## src/rtl/dtu_pkg.sv

```systemverilog
`timescale 1ns/1ps
package dtu_pkg;
  typedef enum logic [1:0] {
    DL_IMM    = 2'b00,
    DL_REG    = 2'b01,
    DL_BR_IMM = 2'b10,
    DL_BR_REG = 2'b11
  } dl_op_e;

  localparam int unsigned DTU_THREADS = 6;
  localparam int unsigned DTU_TID_W   = 3;
  localparam int unsigned DTU_TIMER_W = 32;
  localparam int unsigned DTU_ADDR_W  = 32;
  localparam int unsigned DTU_OVR_W   = 4;
endpackage

```

## src/rtl/dtu_thread_slot.sv

```systemverilog
`timescale 1ns/1ps
module dtu_thread_slot #(
  parameter int unsigned TIMER_W = 32,
  parameter int unsigned OVR_W   = 4
) (
  input  logic               clk,
  input  logic               rst_n,
  input  logic               tick_hit,
  input  logic               load_en,
  input  logic [TIMER_W-1:0] load_val,
  input  logic               wait_set,
  output logic [TIMER_W-1:0] timer_o,
  output logic               waited_o,
  output logic [OVR_W-1:0]   over_o
);
  localparam logic [OVR_W-1:0] OVR_MAX = '1;

  function automatic logic [TIMER_W-1:0] count_down(input logic [TIMER_W-1:0] v);
    return (v == '0) ? v : v - 1'b1;
  endfunction

  function automatic logic [OVR_W-1:0] over_step(input logic [OVR_W-1:0] v);
    return (v == OVR_MAX) ? v : v + 1'b1;
  endfunction

  logic [TIMER_W-1:0] timer_q;
  logic               waited_q;
  logic [OVR_W-1:0]   over_q;

  always_ff @(posedge clk) begin
    if (!rst_n) begin
      timer_q  <= '0;
      waited_q <= 1'b0;
      over_q   <= '0;
    end else if (load_en) begin
      timer_q  <= load_val;
      waited_q <= 1'b0;
      over_q   <= '0;
    end else begin
      if (tick_hit) timer_q <= count_down(timer_q);
      if (tick_hit && timer_q == '0) over_q <= over_step(over_q);
      if (wait_set) waited_q <= 1'b1;
    end
  end

  assign timer_o  = timer_q;
  assign waited_o = waited_q;
  assign over_o   = over_q;
endmodule

```

## src/rtl/dtu_resolve.sv

```systemverilog
`timescale 1ns/1ps
module dtu_resolve
  import dtu_pkg::*;
#(
  parameter int unsigned TIMER_W = 32,
  parameter int unsigned OVR_W   = 4,
  parameter int unsigned GRACE   = 0
) (
  input  logic               active,
  input  logic [1:0]         op,
  input  logic [TIMER_W-1:0] timer_sel,
  input  logic               waited_sel,
  input  logic [OVR_W-1:0]   over_sel,
  output logic               stall,
  output logic               load_fire,
  output logic               miss_evt,
  output logic               exc_fire
);
  function automatic logic grace_spent(input logic [OVR_W-1:0] n);
    return 32'(n) >= GRACE;
  endfunction

  logic is_branch;
  logic at_zero;

  always_comb begin
    is_branch = (op == DL_BR_IMM) || (op == DL_BR_REG);
    at_zero   = (timer_sel == '0);
    stall     = active && !at_zero;
    load_fire = active && at_zero;
    miss_evt  = load_fire && !waited_sel && grace_spent(over_sel);
    exc_fire  = miss_evt && is_branch;
  end
endmodule

```

## src/rtl/deadline_timer_unit.sv

```systemverilog
`timescale 1ns/1ps
module deadline_timer_unit
  import dtu_pkg::*;
#(
  parameter int unsigned NUM_THREADS = DTU_THREADS,
  parameter int unsigned TID_W       = DTU_TID_W,
  parameter int unsigned TIMER_W     = DTU_TIMER_W,
  parameter int unsigned ADDR_W      = DTU_ADDR_W,
  parameter int unsigned OVR_W       = DTU_OVR_W,
  parameter int unsigned GRACE       = 0
) (
  input  logic               clk,
  input  logic               rst_n,
  input  logic               tick,
  input  logic [TID_W-1:0]   tick_tid,
  input  logic               dl_valid,
  input  logic [TID_W-1:0]   dl_tid,
  input  logic [1:0]         dl_op,
  input  logic [TIMER_W-1:0] dl_imm,
  input  logic [TIMER_W-1:0] dl_reg,
  input  logic [ADDR_W-1:0]  dl_handler,
  output logic               stall,
  output logic               exc_valid,
  output logic [ADDR_W-1:0]  exc_target
);
  localparam logic [TID_W-1:0] LAST_TID = TID_W'(NUM_THREADS - 1);

  function automatic logic [TIMER_W-1:0] pick_value(input logic [1:0] op,
                                                     input logic [TIMER_W-1:0] imm,
                                                     input logic [TIMER_W-1:0] rv);
    return op[0] ? rv : imm;
  endfunction

  logic [TIMER_W-1:0] timer_w  [NUM_THREADS];
  logic               waited_w [NUM_THREADS];
  logic [OVR_W-1:0]   over_w   [NUM_THREADS];

  logic [NUM_THREADS*TIMER_W-1:0] timers_flat;
  logic [TIMER_W-1:0] load_val;
  logic [TIMER_W-1:0] timer_sel;
  logic               waited_sel;
  logic [OVR_W-1:0]   over_sel;
  logic               tid_ok;
  logic               active;
  logic               load_fire;
  logic               miss_evt;
  logic               exc_fire;

  assign tid_ok   = (dl_tid <= LAST_TID);
  assign active   = dl_valid && tid_ok;
  assign load_val = pick_value(dl_op, dl_imm, dl_reg);

  for (genvar i = 0; i < NUM_THREADS; i++) begin : g_slot
    logic hit_self;
    assign hit_self = (dl_tid == TID_W'(i));

    dtu_thread_slot #(.TIMER_W(TIMER_W), .OVR_W(OVR_W)) u_slot (
      .clk      (clk),
      .rst_n    (rst_n),
      .tick_hit (tick && (tick_tid == TID_W'(i))),
      .load_en  (load_fire && hit_self),
      .load_val (load_val),
      .wait_set (stall && hit_self),
      .timer_o  (timer_w[i]),
      .waited_o (waited_w[i]),
      .over_o   (over_w[i])
    );

    assign timers_flat[i*TIMER_W +: TIMER_W] = timer_w[i];
  end

  always_comb begin
    timer_sel  = '0;
    waited_sel = 1'b0;
    over_sel   = '0;
    for (int i = 0; i < NUM_THREADS; i++) begin
      if (dl_tid == TID_W'(i)) begin
        timer_sel  = timer_w[i];
        waited_sel = waited_w[i];
        over_sel   = over_w[i];
      end
    end
  end

  dtu_resolve #(.TIMER_W(TIMER_W), .OVR_W(OVR_W), .GRACE(GRACE)) u_resolve (
    .active     (active),
    .op         (dl_op),
    .timer_sel  (timer_sel),
    .waited_sel (waited_sel),
    .over_sel   (over_sel),
    .stall      (stall),
    .load_fire  (load_fire),
    .miss_evt   (miss_evt),
    .exc_fire   (exc_fire)
  );

  assign exc_valid  = exc_fire;
  assign exc_target = exc_fire ? dl_handler : '0;
endmodule

```

## config.mk

```make
export PLATFORM = sky130hd
export DESIGN_NAME = deadline_timer_unit
export DESIGN_NICKNAME = d
export VERILOG_FILES = /design/src/rtl/dtu_pkg.sv /design/src/rtl/dtu_thread_slot.sv /design/src/rtl/dtu_resolve.sv /design/src/rtl/deadline_timer_unit.sv
export SDC_FILE = /design/constraint.sdc
export NUM_CORES = 1
export LEC_CHECK = 0
export ABC_AREA = 0
export BUFFER_PORTS_ARGS = -buffer_cell sky130_fd_sc_hd__buf_2
export CORE_ASPECT_RATIO = 1.5
export CORE_MARGIN = 2
export CORE_UTILIZATION = 55
export DETAILED_ROUTE_END_ITERATION = 12
export PLACE_DENSITY = 0.79
export SLEW_MARGIN = 15
export SYNTH_ARGS = -nofsm -noshare
export SYNTH_HDL_FRONTEND = slang
export SYNTH_SLANG_ARGS = --single-unit
```

## constraint.sdc

```tcl
create_clock -name clk -period 3.9 [get_ports clk]
set_clock_uncertainty 0.2 [all_clocks]
set_input_delay 0 -clock clk [delete_from_list [all_inputs] [get_ports clk]]
set_output_delay 0 -clock clk [all_outputs]
set_load 0.005 [all_outputs]
```

==> results of run 1 <==
[stage by stage]
step / hold slack, ns / power, mW / cell area (sq um)
after floorplan: -0.0831 / 4.55 / 11200
after global placement: 0.0904 / 5.28 / 12100
after detailed placement: 0.0921 / 5.32 / 12100
after CTS: 0.00120 / 7.09 / 12800
after global routing: 0.0249 / 7.53 / 12800
final: 0.0146 / 7.15 / 12800
[state kept, by name, indices dropped and copies added (netlist names)]
name                    flops
g_slot.u_slot.waited_o      6
g_slot.u_slot.timer_o     192
[area by class of cell]
class                   count  share of cell area [%]
inverters                  21                   0.634
clock inverters             8                   0.770
clock buffers              24                    3.68
repair buffers            181                    8.21
flip-flops and latches    198                    30.9
well taps                 260                    2.54
multi-input cells        1054                    53.3
[routing by layer]
layer | share of wire (%) | routed length, um | global-route usage (%) | vias up
met1 | 36 | 13200 | 37.2 | 5186
met5 | 0.087 | 32 | 0 | -
met3 | 9.1 | 3320 | 7.63 | 144
met4 | 7.4 | 2700 | 23.9 | 4
met2 | 47 | 17300 | 57.9 | 538
li1 | - | - | - | 5220
[logic make-up after synthesis]
kind of cell | Yosys count | synth area share (%)
flip-flops | 198 | 35.4
AO/OA/AOI/OAI | 272 | 16.5
buffers and inverters | 95 | 3.49
XOR/XNOR | 177 | 13.9
adder cells (fa/ha/maj) | 6 | 0.671
multiplexers | 38 | 3.77
AND/OR/NAND/NOR | 561 | 26.3
[worst max path at each step]
stage | cells past startpoint | end | slack, ns | start
global placement | 8 | g_slot[4].u_slot.timer_o[1] | 0.77 | g_slot[1].u_slot.timer_o[23]
finish | 9 | exc_target[7] | 0.42 | g_slot[1].u_slot.timer_o[23]
CTS | 9 | exc_target[17] | 0.44 | g_slot[1].u_slot.timer_o[23]
floorplan | 9 | g_slot[4].u_slot.timer_o[23] | 1.08 | g_slot[1].u_slot.timer_o[23]
global route | 9 | g_slot[5].u_slot.timer_o[2] | 0.23 | g_slot[5].u_slot.timer_o[12]
detailed placement | 8 | g_slot[4].u_slot.timer_o[1] | 0.75 | g_slot[1].u_slot.timer_o[23]
[report_power, final]
| part | internal, mW | switching [mW] | leakage, nW | total, mW |
|---|---|---|---|---|
| Clock | 0.978 | 0.765 | 0.274 | 1.74 |
| Sequential | 2.29 | 0.277 | 1.60 | 2.56 |
| Combinational | 1.09 | 1.76 | 3.10 | 2.84 |
[cells in the mapped netlist (all sizes together) (2+ instances only)]
master / instances
dfxtp: 198
nor2: 129
xnor2: 108
nand2: 89
o22ai: 85
nor3: 71
xor2: 69
nor4: 59
clkbuf: 53
nand3: 53
o21ai: 45
a211oi: 42
and3: 41
mux2: 33
a21oi: 30
buf: 21
inv: 21
nand4: 21
or4: 19
o31ai: 16
nand3b: 13
or3: 13
nand4b: 11
nand2b: 8
o211ai: 8
o2bb2ai: 8
and2: 7
nor2b: 7
ha: 6
mux2i: 5
or2: 5
a2111oi: 4
a31o: 4
a31oi: 4
and4b: 4
a21o: 3
nor4b: 3
o2111ai: 3
o311ai: 3
o31a: 3
a311o: 2
a311oi: 2
and3b: 2
and4: 2
nor3b: 2
[what timing repair did]
| item | CTS | global route |
|---|---|---|
| buffers inserted | 0 | 0 |
| hold buffers | 19 | 0 |
| hold endpoints to repair | 28 | 0 |
[worst max-delay path, delay by kind of cell, from the launching register on]
kind | cells | cell delay, ns
and+or+nand+nor | 5 | 1.64
AOI/OAI and AO/OA | 2 | 0.41
buffers and inverters | 2 | 0.41
DFF | 1 | 0.36
==> reports/qor.yml, run 1 <==
outcome:
  status: "complete, no violations"
detailed_routing:
  num_vias: 11100
  drc_errors: 0
  detail_route.wirelength_um: 36600
  detail_route.iter0.violations: 1234
  drt_pass1_iterations: 5
  avgRoutedWirePerCell_um: 21.0
  detail_route.vias_per_cell: 6.35
  final_antenna_net_count: 0
critical_path:
  r2r_slack_ns: 0.46
  end_kind: "output port"
  slowest_delay_ns: 0.56
  crit_required_ns: 3.70
  worst_r2r_path_depth: 9
  data_arrival_time_of_the_worst_path_ns: 3.28
  setup.worst_path.class: "reg -> out"
  critical_path.reg2reg.startpoint: "g_slot[5].u_slot.timer_o[12]"
  worstPathCellList: "or4_4 -> or4_4 -> nor3_4 -> o32a_4 -> nand3_1 -> a32oi_2 -> buf_4 -> and3_1 -> buf_2"
  critical_path.slowest_cell: "or4_4"
  path_max_fanout: 34
  path_common_cell: "or4_4"
  worstReg2RegEnd: "g_slot[5].u_slot.timer_o[2]"
  critical_path.startpoint_type: "flip-flop"
final_layout:
  mostFrequentLayoutCell: "dfxtp_1"
  final_layout_size_suffix_gt1_share_pct: 16.4
  area_used_by_multi_input_combinational_logic_sq_um: 6840
  final.fill_count: 1656
  area_of_all_sequential_standard_cells_sq_um: 3960
  fin_util_pct: 64.6
  layout-area-overhead-vs-synth_pct: 14.7
  layout.cells.most_common_list: "198 x dfxtp_1, 141 x buf_2, 129 x nor2_1, 108 x xnor2_1, 89 x nand2_1"
  insertedDiodeCount: 0
  finalNonFillerCells: 1746
  finalNetCount: 1587
sta:
  layout_worst_path_cycle_share_pct: 89.2
  timing.max_slew.rel_slack_pct: 28.3
  tightest_slew_ns: 1.08
  final-hold-violation-count: 0
  setup_violations: 0
  final_period_minus_worst_setup_slack_ns: 3.48
  max_freq_ghz: 0.287
  grt_setup_unrepaired: "no"
  setup_total_negative_slack_ns: 0
  maxSlewViolCount: 0
  layout_setup_ws_ns: 0.421
logic_synthesis:
  synthDominantCellAreaShare_pct: 35.4
  netlist_top_cells_area: "dfxtp_1 35%, xnor2_1 8.5%, xor2_1 5.4%, o22ai_1 4.8%, nor2_1 4.3%"
  post_syn_instances: 1347
  synthesis.area_sq_um: 11200
  synth_async_sr_flop_share_pct: 0
  synth-edff-count: 0
  synth.yosys.seq_area_share_pct: 35.4
  synth_warnings: 0
  syn_area_per_cell_sq_um: 8.31
  synth_top_flop_cell: "dfxtp_1"
  postSynthRegisterBits: 198
  count_of_distinct_cell_types_in_the_synthesized_netlist: 66
  netlist.top_cell.by_area: "dfxtp_1"
  postSynthNetCount: 1461
placement:
  place_worst_setup_slack_ns: 0.747
  buffer_ports.inserted: 141
  gp_congestion: 0.946
  place_inst: 1695
  place_hpwl_um: 24700
global_route:
  groute.usage.overall_pct: 34.0
  first_pass_grt_wire_length_um: 56800
  via_count_of_the_first_global_routing_pass: 10800
  gr-total-overflow: 0
  grt_antenna_before_repair: 3
  grt_max_degree: 99
die:
  floorplan.die_area_sq_um: 21500
  num_rows: 63
  floorplan.die.width_um: 120
  die_height_um: 179
  coreArea_sq_um: 19900
  floorplan.initialDensity_pct: 56.3
  top_level_ports: 142
cts:
  clkSlewWorstSetupHoldPaths_ns: 0.07
  cts_max_level: 4
  worst_skew_pair.late_latency_ns: 0.44
  cts_inserted_buffers: 17
  cts_buffer_depth: 2
  cts.sink_count: 198
  quantity_of_gates_resized_following_cts: 0
  clk_root_buffer_cell: "clkbuf_16"
  cts_tree: "built"
min_path:
  hold_startpoint: "dl_imm[29]"
  hold-path-cell-count: 4
  whs_endpoint: "g_slot[4].u_slot.timer_o[29]"
  hold_path.class: "in -> reg"
pwr:
  power.static_leakage_nw: 4.98
  worst_ir_drop_vdd_mv: 0.336
  powerDensity_nw_per_um2: 557
run:
  max_cap_viol_count: 0
Power figures use the tool's default switching activity.
==> inputs of run 2 (changes only) <==
==> constraint.sdc (replaced) <==
create_clock -name clk -period 3.9 [get_ports clk]
set_clock_uncertainty 0.2 [all_clocks]
set_input_delay 0.39 -clock clk [delete_from_list [all_inputs] [get_ports clk]]
set_output_delay 0.39 -clock clk [all_outputs]
set_load 0.1 [all_outputs]
==> run 2 against run 1 <==
Effect of this change:
- worst hold slack improved by 0.13 ns
- sequential share of layout area fell by 1.3 points
- utilization rose by 2.9 points
- critical endpoint is now exc_target[31]
- clock-buffer cell count fell by 6
- via count rose by 2.6%
- sequential power barely moved
- global-route usage rose by 0.60 points
- largest cell class unchanged
==> reports/qor.yml, run 2 (synthesis results as in run 1) <==
die:
  coreArea_sq_um: 19900  # unchanged
  top_level_ports: 142  # unchanged
  floorplan.die_area_sq_um: 21500  # unchanged
  die_height_um: 179  # unchanged
  num_rows: 63  # unchanged
  floorplan.initialDensity_pct: 56.3  # unchanged
  floorplan.die.width_um: 120  # unchanged
global_route:
  via_count_of_the_first_global_routing_pass: 11100  # was 10.8k
  first_pass_grt_wire_length_um: 57500  # was 56800 um
  groute.usage.overall_pct: 34.6  # was 34.0%
  gr-total-overflow: 0  # unchanged
  grt_max_degree: 65  # was 99
  grt_antenna_before_repair: 1  # was 3
final_layout:
  insertedDiodeCount: 0  # unchanged
  final_layout_size_suffix_gt1_share_pct: 19.0  # was 16.4%
  layout.cells.most_common_list: "197 x dfxtp_1, 129 x nor2_1, 108 x xnor2_1, 108 x buf_2, 89 x nand2_1"  # was 198 x dfxtp_1, 141 x buf_2, 129 x nor2_1, 108 x xnor2_1, 89 x nand2_1
  number_of_flip_flops_in_the_largest_register: 192  # unchanged
  mostFrequentLayoutCell: "dfxtp_1"  # unchanged
  final_instance_area_sq_um: 13400  # was 12800 sq um
  layout-area-overhead-vs-synth_pct: 19.8  # was 14.7%
  finalNetCount: 1584  # was 1587
cts:
  cts_buffer_depth: 2  # unchanged
  cts_tree: "built"  # unchanged
  cts.sink_count: 198  # unchanged
  worst_skew_pair.late_latency_ns: 0.45  # was 0.44 ns
  clk_root_buffer_cell: "clkbuf_16"  # unchanged
  cts_inserted_buffers: 17  # unchanged
  cts_max_level: 4  # unchanged
  cts_hold_buffers: 0  # was 19
  clkSlewWorstSetupHoldPaths_ns: 0.07  # about the same
pwr:
  powerDensity_nw_per_um2: 569  # was 557 nW/um^2
  worst_ir_drop_vdd_mv: 0.340  # was 0.336 mV
  power.static_leakage_nw: 5.06  # was 4.98 nW
detailed_routing:
  drc_errors: 0  # unchanged
  final_antenna_net_count: 0  # unchanged
  drt_pass1_iterations: 5  # unchanged
  detail_route.wirelength_um: 37900  # was 36600 um
  num_vias: 11400  # was 11.1k
  detail_route.iter0.violations: 1332  # was 1234
  detail_route.vias_per_cell: 6.53  # was 6.35
  avgRoutedWirePerCell_um: 21.7  # was 21.0 um
sta:
  layout_worst_path_cycle_share_pct: 99.0  # was 89.2%
  max_freq_ghz: 0.259  # was 0.287 GHz
  setup_violations: 0  # unchanged
  final-hold-violation-count: 0  # unchanged
  final_period_minus_worst_setup_slack_ns: 3.86  # was 3.48 ns
  whs_ns: 0.146  # was 0.0146 ns
  maxSlewViolCount: 0  # unchanged
  timing.max_slew.rel_slack_pct: 41.8  # was 28.3%
  tightest_slew_ns: 0.866  # was 1.08 ns
critical_path:
  path_max_fanout: 8  # was 34
  crit_required_ns: 3.31  # was 3.70 ns
  critical_path.startpoint_type: "flip-flop"  # unchanged
  data_arrival_time_of_the_worst_path_ns: 3.27  # was 3.28 ns
  end_kind: "output port"  # unchanged
  setup.worst_path.class: "reg -> out"  # unchanged
outcome:
  status: "complete, no violations"  # unchanged
placement:
  place_hpwl_um: 26000  # was 24700 um
  buffer_ports.inserted: 141  # unchanged
  gp_congestion: 0.946  # about the same
  postPlaceCellArea_sq_um: 12600  # was 12100 sq um
run:
  max_cap_viol_count: 0  # unchanged
min_path:
  hold_path.class: "in -> reg"  # unchanged
run 2: changes by cell type in the layout (fill, tap and decap cells not counted), sizes merged:
cell         delta
clkinv          +2
bufinv          -1
inv             +2
buf            +16
clkinvlp        +3
clkbuf          -6
dlygate4sd3    -19
run 2: repair_timing:
| item | 4_1_cts | 5_1_grt |
|---|---|---|
| cloned | 4 | 1 |
| endpoints found under the setup margin | 34 | 34 |
| pin swaps | 4 | 3 |
| gates resized for setup | 13 | 19 |
| buffers inserted | 2 | 2 |
run 2: final timing paths:
kind	slack, ns	start	depth (start not counted)	end
max reg2reg	0.75	g_slot[1].u_slot.timer_o[23]	8	g_slot[1].u_slot.timer_o[15]
max	0.04	g_slot[1].u_slot.timer_o[23]	10	exc_target[31]
min	0.15	dl_reg[12]	4	g_slot[5].u_slot.timer_o[12]
min reg2reg	0.28	g_slot[3].u_slot.waited_o	2	g_slot[3].u_slot.waited_o
run 2: power by group:
part | internal, mW | switching (mW)
registers | 2.28 | 0.286
clock network | 0.885 | 0.830
logic | 1.27 | 2.08
run 2: cell type report:
class,instances,area [sq um]
repair buffers,178,1540
multi-input cells,1054,6940
inverters,21,81.3
well taps,260,325
clock inverters,14,130
fillers,1572,6460
clock buffers,18,429
flip-flops and latches,198,3970
run 2: worst max-delay path, stage by stage (launching register included):
cell and delay [ns]:
dfxtp_2 0.35, or4_4 0.55, or4_4 0.47, nor3_4 0.24
o32a_4 0.19, nand3_2 0.09, a32oi_4 0.23, buf_12 0.16
buf_6 0.15, and3_4 0.21, buf_12 0.17
run 2: through the flow:
step                std cells  TNS (ns)  worst slack, ns  util [%]  power, mW
finish                   1743         0           0.0381      67.5       7.63
floorplan                1347         0            0.159         -       4.72
global placement         1702         0            0.429      63.6       5.52
CTS                      1740         0           0.0152      66.9       7.47
detailed placement       1702         0            0.337      63.6       5.60
global route             1743    -0.340          -0.0235      67.5       7.97
run 2: metal layers:
metal  track usage [%]  part of all wire [%]
met1              36.3                    35
met2              58.9                    47
met3              8.02                   9.1
met4              27.8                   8.8
met5                 0                 0.034
